==> src/rtl/gpio_irq_pkg.sv <==
package gpio_irq_pkg;

    localparam int unsigned REG_AW = 3;

    typedef enum logic [REG_AW-1:0] {
        RA_SENSE  = 3'd0,
        RA_ANYEDG = 3'd1,
        RA_POL    = 3'd2,
        RA_MASK   = 3'd3,
        RA_RAW    = 3'd4,
        RA_MSKD   = 3'd5,
        RA_CLR    = 3'd6
    } reg_addr_e;

endpackage

==> src/rtl/gpio_irq_cfg.sv <==
module gpio_irq_cfg
    import gpio_irq_pkg::*;
#(
    parameter int unsigned NPINS = 8
) (
    input  logic                 clk,
    input  logic                 rst_n,
    input  logic                 bus_sel_i,
    input  logic                 bus_wr_i,
    input  logic [REG_AW-1:0]    bus_addr_i,
    input  logic [NPINS-1:0]     bus_wdata_i,
    input  logic [NPINS-1:0]     raw_i,
    output logic [NPINS-1:0]     sense_o,
    output logic [NPINS-1:0]     anyedge_o,
    output logic [NPINS-1:0]     pol_o,
    output logic [NPINS-1:0]     mask_o,
    output logic [NPINS-1:0]     clr_o,
    output logic [NPINS-1:0]     rdata_o
);

    typedef struct packed {
        logic [NPINS-1:0] sense;
        logic [NPINS-1:0] anyedge;
        logic [NPINS-1:0] pol;
        logic [NPINS-1:0] mask;
    } cfg_t;

    cfg_t      cfg_d, cfg_q;
    logic      wr_en, rd_en;
    reg_addr_e addr;

    always_comb begin
        addr    = reg_addr_e'(bus_addr_i);
        wr_en   = bus_sel_i && bus_wr_i;
        rd_en   = bus_sel_i && !bus_wr_i;
        cfg_d   = cfg_q;
        clr_o   = '0;
        rdata_o = '0;
        if (wr_en) begin
            case (addr)
                RA_SENSE:  cfg_d.sense   = bus_wdata_i;
                RA_ANYEDG: cfg_d.anyedge = bus_wdata_i;
                RA_POL:    cfg_d.pol     = bus_wdata_i;
                RA_MASK:   cfg_d.mask    = bus_wdata_i;
                RA_CLR:    clr_o         = bus_wdata_i;
                default:   ;
            endcase
        end
        if (rd_en) begin
            case (addr)
                RA_SENSE:  rdata_o = cfg_q.sense;
                RA_ANYEDG: rdata_o = cfg_q.anyedge;
                RA_POL:    rdata_o = cfg_q.pol;
                RA_MASK:   rdata_o = cfg_q.mask;
                RA_RAW:    rdata_o = raw_i;
                RA_MSKD:   rdata_o = raw_i & cfg_q.mask;
                default:   rdata_o = '0;
            endcase
        end
    end

    always_ff @(posedge clk or negedge rst_n) begin
        if (!rst_n) cfg_q <= '0;
        else        cfg_q <= cfg_d;
    end

    assign sense_o   = cfg_q.sense;
    assign anyedge_o = cfg_q.anyedge;
    assign pol_o     = cfg_q.pol;
    assign mask_o    = cfg_q.mask;


    mask_wr_chk: assert property (@(posedge clk) disable iff (!rst_n)
        (bus_sel_i && bus_wr_i && bus_addr_i == RA_MASK) |=> (mask_o == $past(bus_wdata_i)));

endmodule

==> src/rtl/gpio_irq_detect.sv <==
module gpio_irq_detect #(
    parameter int unsigned NPINS = 8
) (
    input  logic             clk,
    input  logic             rst_n,
    input  logic [NPINS-1:0] pin_i,
    input  logic [NPINS-1:0] pin_out_i,
    input  logic [NPINS-1:0] sense_i,
    input  logic [NPINS-1:0] anyedge_i,
    input  logic [NPINS-1:0] pol_i,
    output logic [NPINS-1:0] hit_o
);

    typedef struct packed {
        logic [NPINS-1:0] prev;
    } det_t;

    det_t             det_d, det_q;
    logic [NPINS-1:0] changed;
    logic [NPINS-1:0] at_pol;

    always_comb begin
        det_d      = det_q;
        det_d.prev = pin_i;
    end

    always_ff @(posedge clk or negedge rst_n) begin
        if (!rst_n) det_q <= '0;
        else        det_q <= det_d;
    end

    for (genvar g = 0; g < NPINS; g++) begin : g_pin
        assign changed[g] = (pin_i[g] ^ det_q.prev[g]) & ~pin_out_i[g];
        assign at_pol[g]  = ~(pin_i[g] ^ pol_i[g]);
        assign hit_o[g]   = sense_i[g] ? at_pol[g]
                                       : (changed[g] & (anyedge_i[g] | at_pol[g]));
    end

endmodule

==> src/rtl/gpio_irq_status.sv <==
module gpio_irq_status #(
    parameter int unsigned NPINS = 8
) (
    input  logic             clk,
    input  logic             rst_n,
    input  logic [NPINS-1:0] hit_i,
    input  logic [NPINS-1:0] clr_i,
    input  logic [NPINS-1:0] mask_i,
    output logic [NPINS-1:0] raw_o,
    output logic             irq_o
);

    typedef struct packed {
        logic [NPINS-1:0] raw;
    } stat_t;

    stat_t stat_d, stat_q;

    always_comb begin
        stat_d     = stat_q;
        stat_d.raw = (stat_q.raw & ~clr_i) | hit_i;
    end

    always_ff @(posedge clk or negedge rst_n) begin
        if (!rst_n) stat_q <= '0;
        else        stat_q <= stat_d;
    end

    assign raw_o = stat_q.raw;
    assign irq_o = |(stat_q.raw & mask_i);


    hit_wins_chk: assert property (@(posedge clk) disable iff (!rst_n)
        (hit_i != '0) |=> ((raw_o & $past(hit_i)) == $past(hit_i)));


    clr_bits_chk: assert property (@(posedge clk) disable iff (!rst_n)
        ((clr_i & ~hit_i) != '0) |=> ((raw_o & $past(clr_i & ~hit_i)) == '0));


    raw_hold_chk: assert property (@(posedge clk) disable iff (!rst_n)
        (hit_i == '0 && clr_i == '0) |=> $stable(raw_o));

endmodule

==> src/rtl/gpio_irq_ctrl.sv <==
module gpio_irq_ctrl
    import gpio_irq_pkg::*;
#(
    parameter int unsigned NPINS = 8
) (
    input  logic                 clk,
    input  logic                 rst_n,
    input  logic [NPINS-1:0]     pin_level_i,
    input  logic [NPINS-1:0]     pin_dir_out_i,
    input  logic                 bus_sel_i,
    input  logic                 bus_wr_i,
    input  logic [REG_AW-1:0]    bus_addr_i,
    input  logic [NPINS-1:0]     bus_wdata_i,
    output logic [NPINS-1:0]     bus_rdata_o,
    output logic                 irq_o
);

    logic [NPINS-1:0] sense, anyedge, pol, mask, clr, hit, raw;

    gpio_irq_cfg #(.NPINS(NPINS)) u_cfg (
        .clk        (clk),
        .rst_n      (rst_n),
        .bus_sel_i  (bus_sel_i),
        .bus_wr_i   (bus_wr_i),
        .bus_addr_i (bus_addr_i),
        .bus_wdata_i(bus_wdata_i),
        .raw_i      (raw),
        .sense_o    (sense),
        .anyedge_o  (anyedge),
        .pol_o      (pol),
        .mask_o     (mask),
        .clr_o      (clr),
        .rdata_o    (bus_rdata_o)
    );

    gpio_irq_detect #(.NPINS(NPINS)) u_det (
        .clk       (clk),
        .rst_n     (rst_n),
        .pin_i     (pin_level_i),
        .pin_out_i (pin_dir_out_i),
        .sense_i   (sense),
        .anyedge_i (anyedge),
        .pol_i     (pol),
        .hit_o     (hit)
    );

    gpio_irq_status #(.NPINS(NPINS)) u_stat (
        .clk    (clk),
        .rst_n  (rst_n),
        .hit_i  (hit),
        .clr_i  (clr),
        .mask_i (mask),
        .raw_o  (raw),
        .irq_o  (irq_o)
    );


    irq_masked_chk: assert property (@(posedge clk) disable iff (!rst_n)
        (mask == '0) |-> !irq_o);


    out_pin_chk: assert property (@(posedge clk) disable iff (!rst_n)
        ((hit & pin_dir_out_i & ~sense) == '0));

endmodule

==> config.mk <==
export PLATFORM = sky130hd
export DESIGN_NAME = gpio_irq_ctrl
export DESIGN_NICKNAME = d
export VERILOG_FILES = /design/src/rtl/gpio_irq_pkg.sv /design/src/rtl/gpio_irq_cfg.sv /design/src/rtl/gpio_irq_detect.sv /design/src/rtl/gpio_irq_status.sv /design/src/rtl/gpio_irq_ctrl.sv
export SDC_FILE = /design/constraint.sdc
export NUM_CORES = 1
export LEC_CHECK = 0
export CORE_ASPECT_RATIO = 1.5
export CORE_MARGIN = 2
export CORE_UTILIZATION = 50
export DETAILED_ROUTE_END_ITERATION = 10
export DONT_BUFFER_PORTS = 1
export SYNTH_ARGS = -nofsm -noshare
export SYNTH_HDL_FRONTEND = slang
export SYNTH_SLANG_ARGS = --single-unit
==> constraint.sdc <==
create_clock -name clk -period 1.77 [get_ports clk]
set_input_delay 0.354 -clock clk [delete_from_list [all_inputs] [get_ports clk]]
set_output_delay 0.354 -clock clk [all_outputs]
set_load 0.005 [all_outputs]
==> metrics.yaml <==
status: "finished, final reports clean"
synth_common_cells: "48 x dfrtp_1, 24 x inv_1, 24 x mux2_2"
synth_edf_count: 0
tns_ps: 0
ir_drop_uv: 458
grt_first_pass_wirelength_um: 10900
switching_power_uw: 821
finalCritPeriodShare: 0.967
min_period_ps: 1710
fin_nets: 272
cp.required_ps: 1420
ios: 40
drive_above_1_share: 0.178
p_leak_nw: 1.22
timing.final.hold_violations: 0
yosysWarnings: 0
fmax_mhz: 585
worstSkewPairLatency_ps: 300
ys_types: 36
drt_iter0_drc: 115
register_area_um2: 1200
io_buffer_count: 0
grt_max_degree: 49
worstSetupStartpoint: "u_cfg.sense_o[7]$_DFFE_PN0P_"
viasPerCell: 6.57
cts.sinks: 48
cts_max_path_buffers: 2
grt_pass1_vias: 2148
path_buf_inv: 0
power_frac_clock: 0.248
reg2regPathDepth: 3
fin_skew_ps: 3.52
power.share.switching: 0.299
max_slew_margin: 0.670
p_per_area_nw_per_um2: 941
syn2layout_area_growth_pct: 7.62
cp_top_family: "flip-flops"
postCtsSetupBuffers: 0
dp_hpwl_um: 4620
synthesis.area_um2: 2710
rows: 32
die_x_um: 64.1
clock-root-buffer: "clkbuf_8"
crit_path_top_delay_cell: "dfrtp_1"
crit_end: "bus_rdata_o[7]"
finalMaxSlewViolations: 0
worstMarginPinSlew_ps: 495
r2r_slack_ps: 500
grt_remaining_overflow: 0
setup-violations-final: 0
antenna_cells: 0
final_core_util: 0.560
p_int_mw: 1.92
drc: 0
numCtsBuffers: 5
yosys.area.top_type: "dfrtp_1"
initial_core_util: 0.521
synth_async_sr_flop_share: 1.00
slowest_delay_ps: 450
track_usage: 0.238
antenna_found_initial: 0
dr.pass1.iters: 4
clk_pin_slew_ps: 90
synth.avg_cell_area_um2: 11.6
finalInstanceArea_um2: 2920
regToRegEndpoint: "u_stat.raw_o[0]$_DFF_PN0_"
multiInputGateArea_um2: 1380
worstPathArrival_ps: 1360
finalWeightedCongestion: 0.822
yosysMostFrequentCell: "dfrtp_1"
ys_seq_elements: 48
fillers: 479
comb_power_share: 0.203
routedWlPerCell_um: 21.3
timing.rr.start: "u_cfg.anyedge_o[0]$_DFFE_PN0P_"
cp_max_fo: 6
power_frac_seq: 0.550
tritoncts: "built"
ant_nets: 0
grt_setup_unrepaired: "false"
synth_seq_area_share: 0.443
syn_nets: 265
syn_inst: 234
core_area_um2: 5200
cp-start-kind: "flip-flop"
die_h_um: 94.2
dpl_cell_area_um2: 2780
p_total_mw: 2.74
yosysTopAreaCellShare: 0.443
max-cap-violations: 0
vias: 2037
htree_num_levels: 2
wirelength_um: 6600
crit_cells: 3
synth_area_leaders: "dfrtp_1 44%, mux2_2 10%, mux2i_1 8.5%"
path_class: "flip-flop to output pin"
path_cells: "mux2i_1 -> or3_1 -> a31oi_2"
hold_path.class: "input pin to flip-flop"
dieArea_um2: 6040
end_kind: "output pin"
dominantRegCellSynth: "dfrtp_1"
cells by family after synthesis:
| kind of cell | share of synthesized area |
|---|---|
| muxes | 0.185 |
| AOI/OAI and AO/OA | 0.182 |
| DFF | 0.443 |
| buffers and inverters | 0.0526 |
| and+or+nand+nor | 0.138 |
routing by layer:
metal / up-vias / GRT usage / routed length, um
met4: 0 / 0.113 / 190
met3: 15 / 0.0444 / 295
met1: 1039 / 0.293 / 2710
li1: 913 / - / -
met5: - / 0 / 0
met2: 70 / 0.400 / 3400
through the flow:
stage | hold WS (ps) | instances | setup WS (ps)
finish | 70.6 | 310 | 59.2
CTS | 63.2 | 310 | 35.4
floorplan | 58.4 | 234 | 241
global route | 56.2 | 310 | 0.897
global placement | 59.5 | 300 | 172
detailed placement | 59.4 | 300 | 148
registers in the layout, summed over array words and instances (netlist names):
| name | cells |
|---|---|
| u_stat.raw_o | 8 |
| u_cfg.sense_o | 8 |
| u_cfg.pol_o | 8 |
| u_cfg.anyedge_o | 8 |
| u_det.det_q | 8 |
| u_cfg.mask_o | 8 |
final cells by class:
class                           count  share of cell area
Clock buffer                        8              0.0309
Inverter                           25              0.0322
Multi-Input combinational cell    155               0.473
Sequential cell                    48               0.412
Tap cell                           68              0.0292
Timing Repair Buffer                6              0.0232
worst min path at each step:
| stage | start | endpoint | slack (ps) | depth (start not counted) |
|---|---|---|---|---|
| 2_1_floorplan | rst_n | u_cfg.anyedge_o[0]$_DFFE_PN0P_ | 60 | 0 |
| 3_3_place_gp | rst_n | u_stat.raw_o[1]$_DFF_PN0_ | 60 | 0 |
| 3_5_place_dp | rst_n | u_det.det_q[1]$_DFF_PN0_ | 60 | 0 |
| 4_1_cts | pin_level_i[5] | u_det.det_q[5]$_DFF_PN0_ | 60 | 0 |
| 5_1_grt | pin_level_i[7] | u_det.det_q[7]$_DFF_PN0_ | 60 | 0 |
| 6_report | pin_level_i[4] | u_det.det_q[4]$_DFF_PN0_ | 70 | 0 |
timing repair:
item                                    CTS  global route
hold buffers                              2             0
pin swaps                                 1             0
endpoints found under the hold margin    48             0
gates resized for setup                   1             1
endpoints found under the setup margin    1             1
power by group through the flow:
stage | Sequential (mW) | Combinational, mW | Clock [mW]
3_3_place_gp | 1.50 | 0.498 | 0
4_1_cts | 1.50 | 0.561 | 0.698
5_1_grt | 1.54 | 0.618 | 0.733
6_report | 1.51 | 0.556 | 0.680
2_1_floorplan | 1.45 | 0.456 | 0
3_5_place_dp | 1.52 | 0.522 | 0
layout by cell type (no fill, tap or decap), types with 2 or more instances in the layout:
master / n
a2111oi_0: 8
mux2_2: 24
nor2_8: 3
nand3_1: 2
mux2i_1: 23
o22a_1: 7
a211oi_1: 8
buf_4: 4
o31ai_1: 8
a22oi_1: 2
nor3b_1: 8
dfrtp_1: 48
clkbuf_8: 6
o21bai_1: 8
inv_1: 24
nor4b_1: 8
nor4bb_1: 8
o21ai_0: 8
clkbuf_1: 2
nand2b_1: 3
o211ai_1: 7
a21oi_1: 7
No activity file was read; power rests on OpenSTA's default activity.
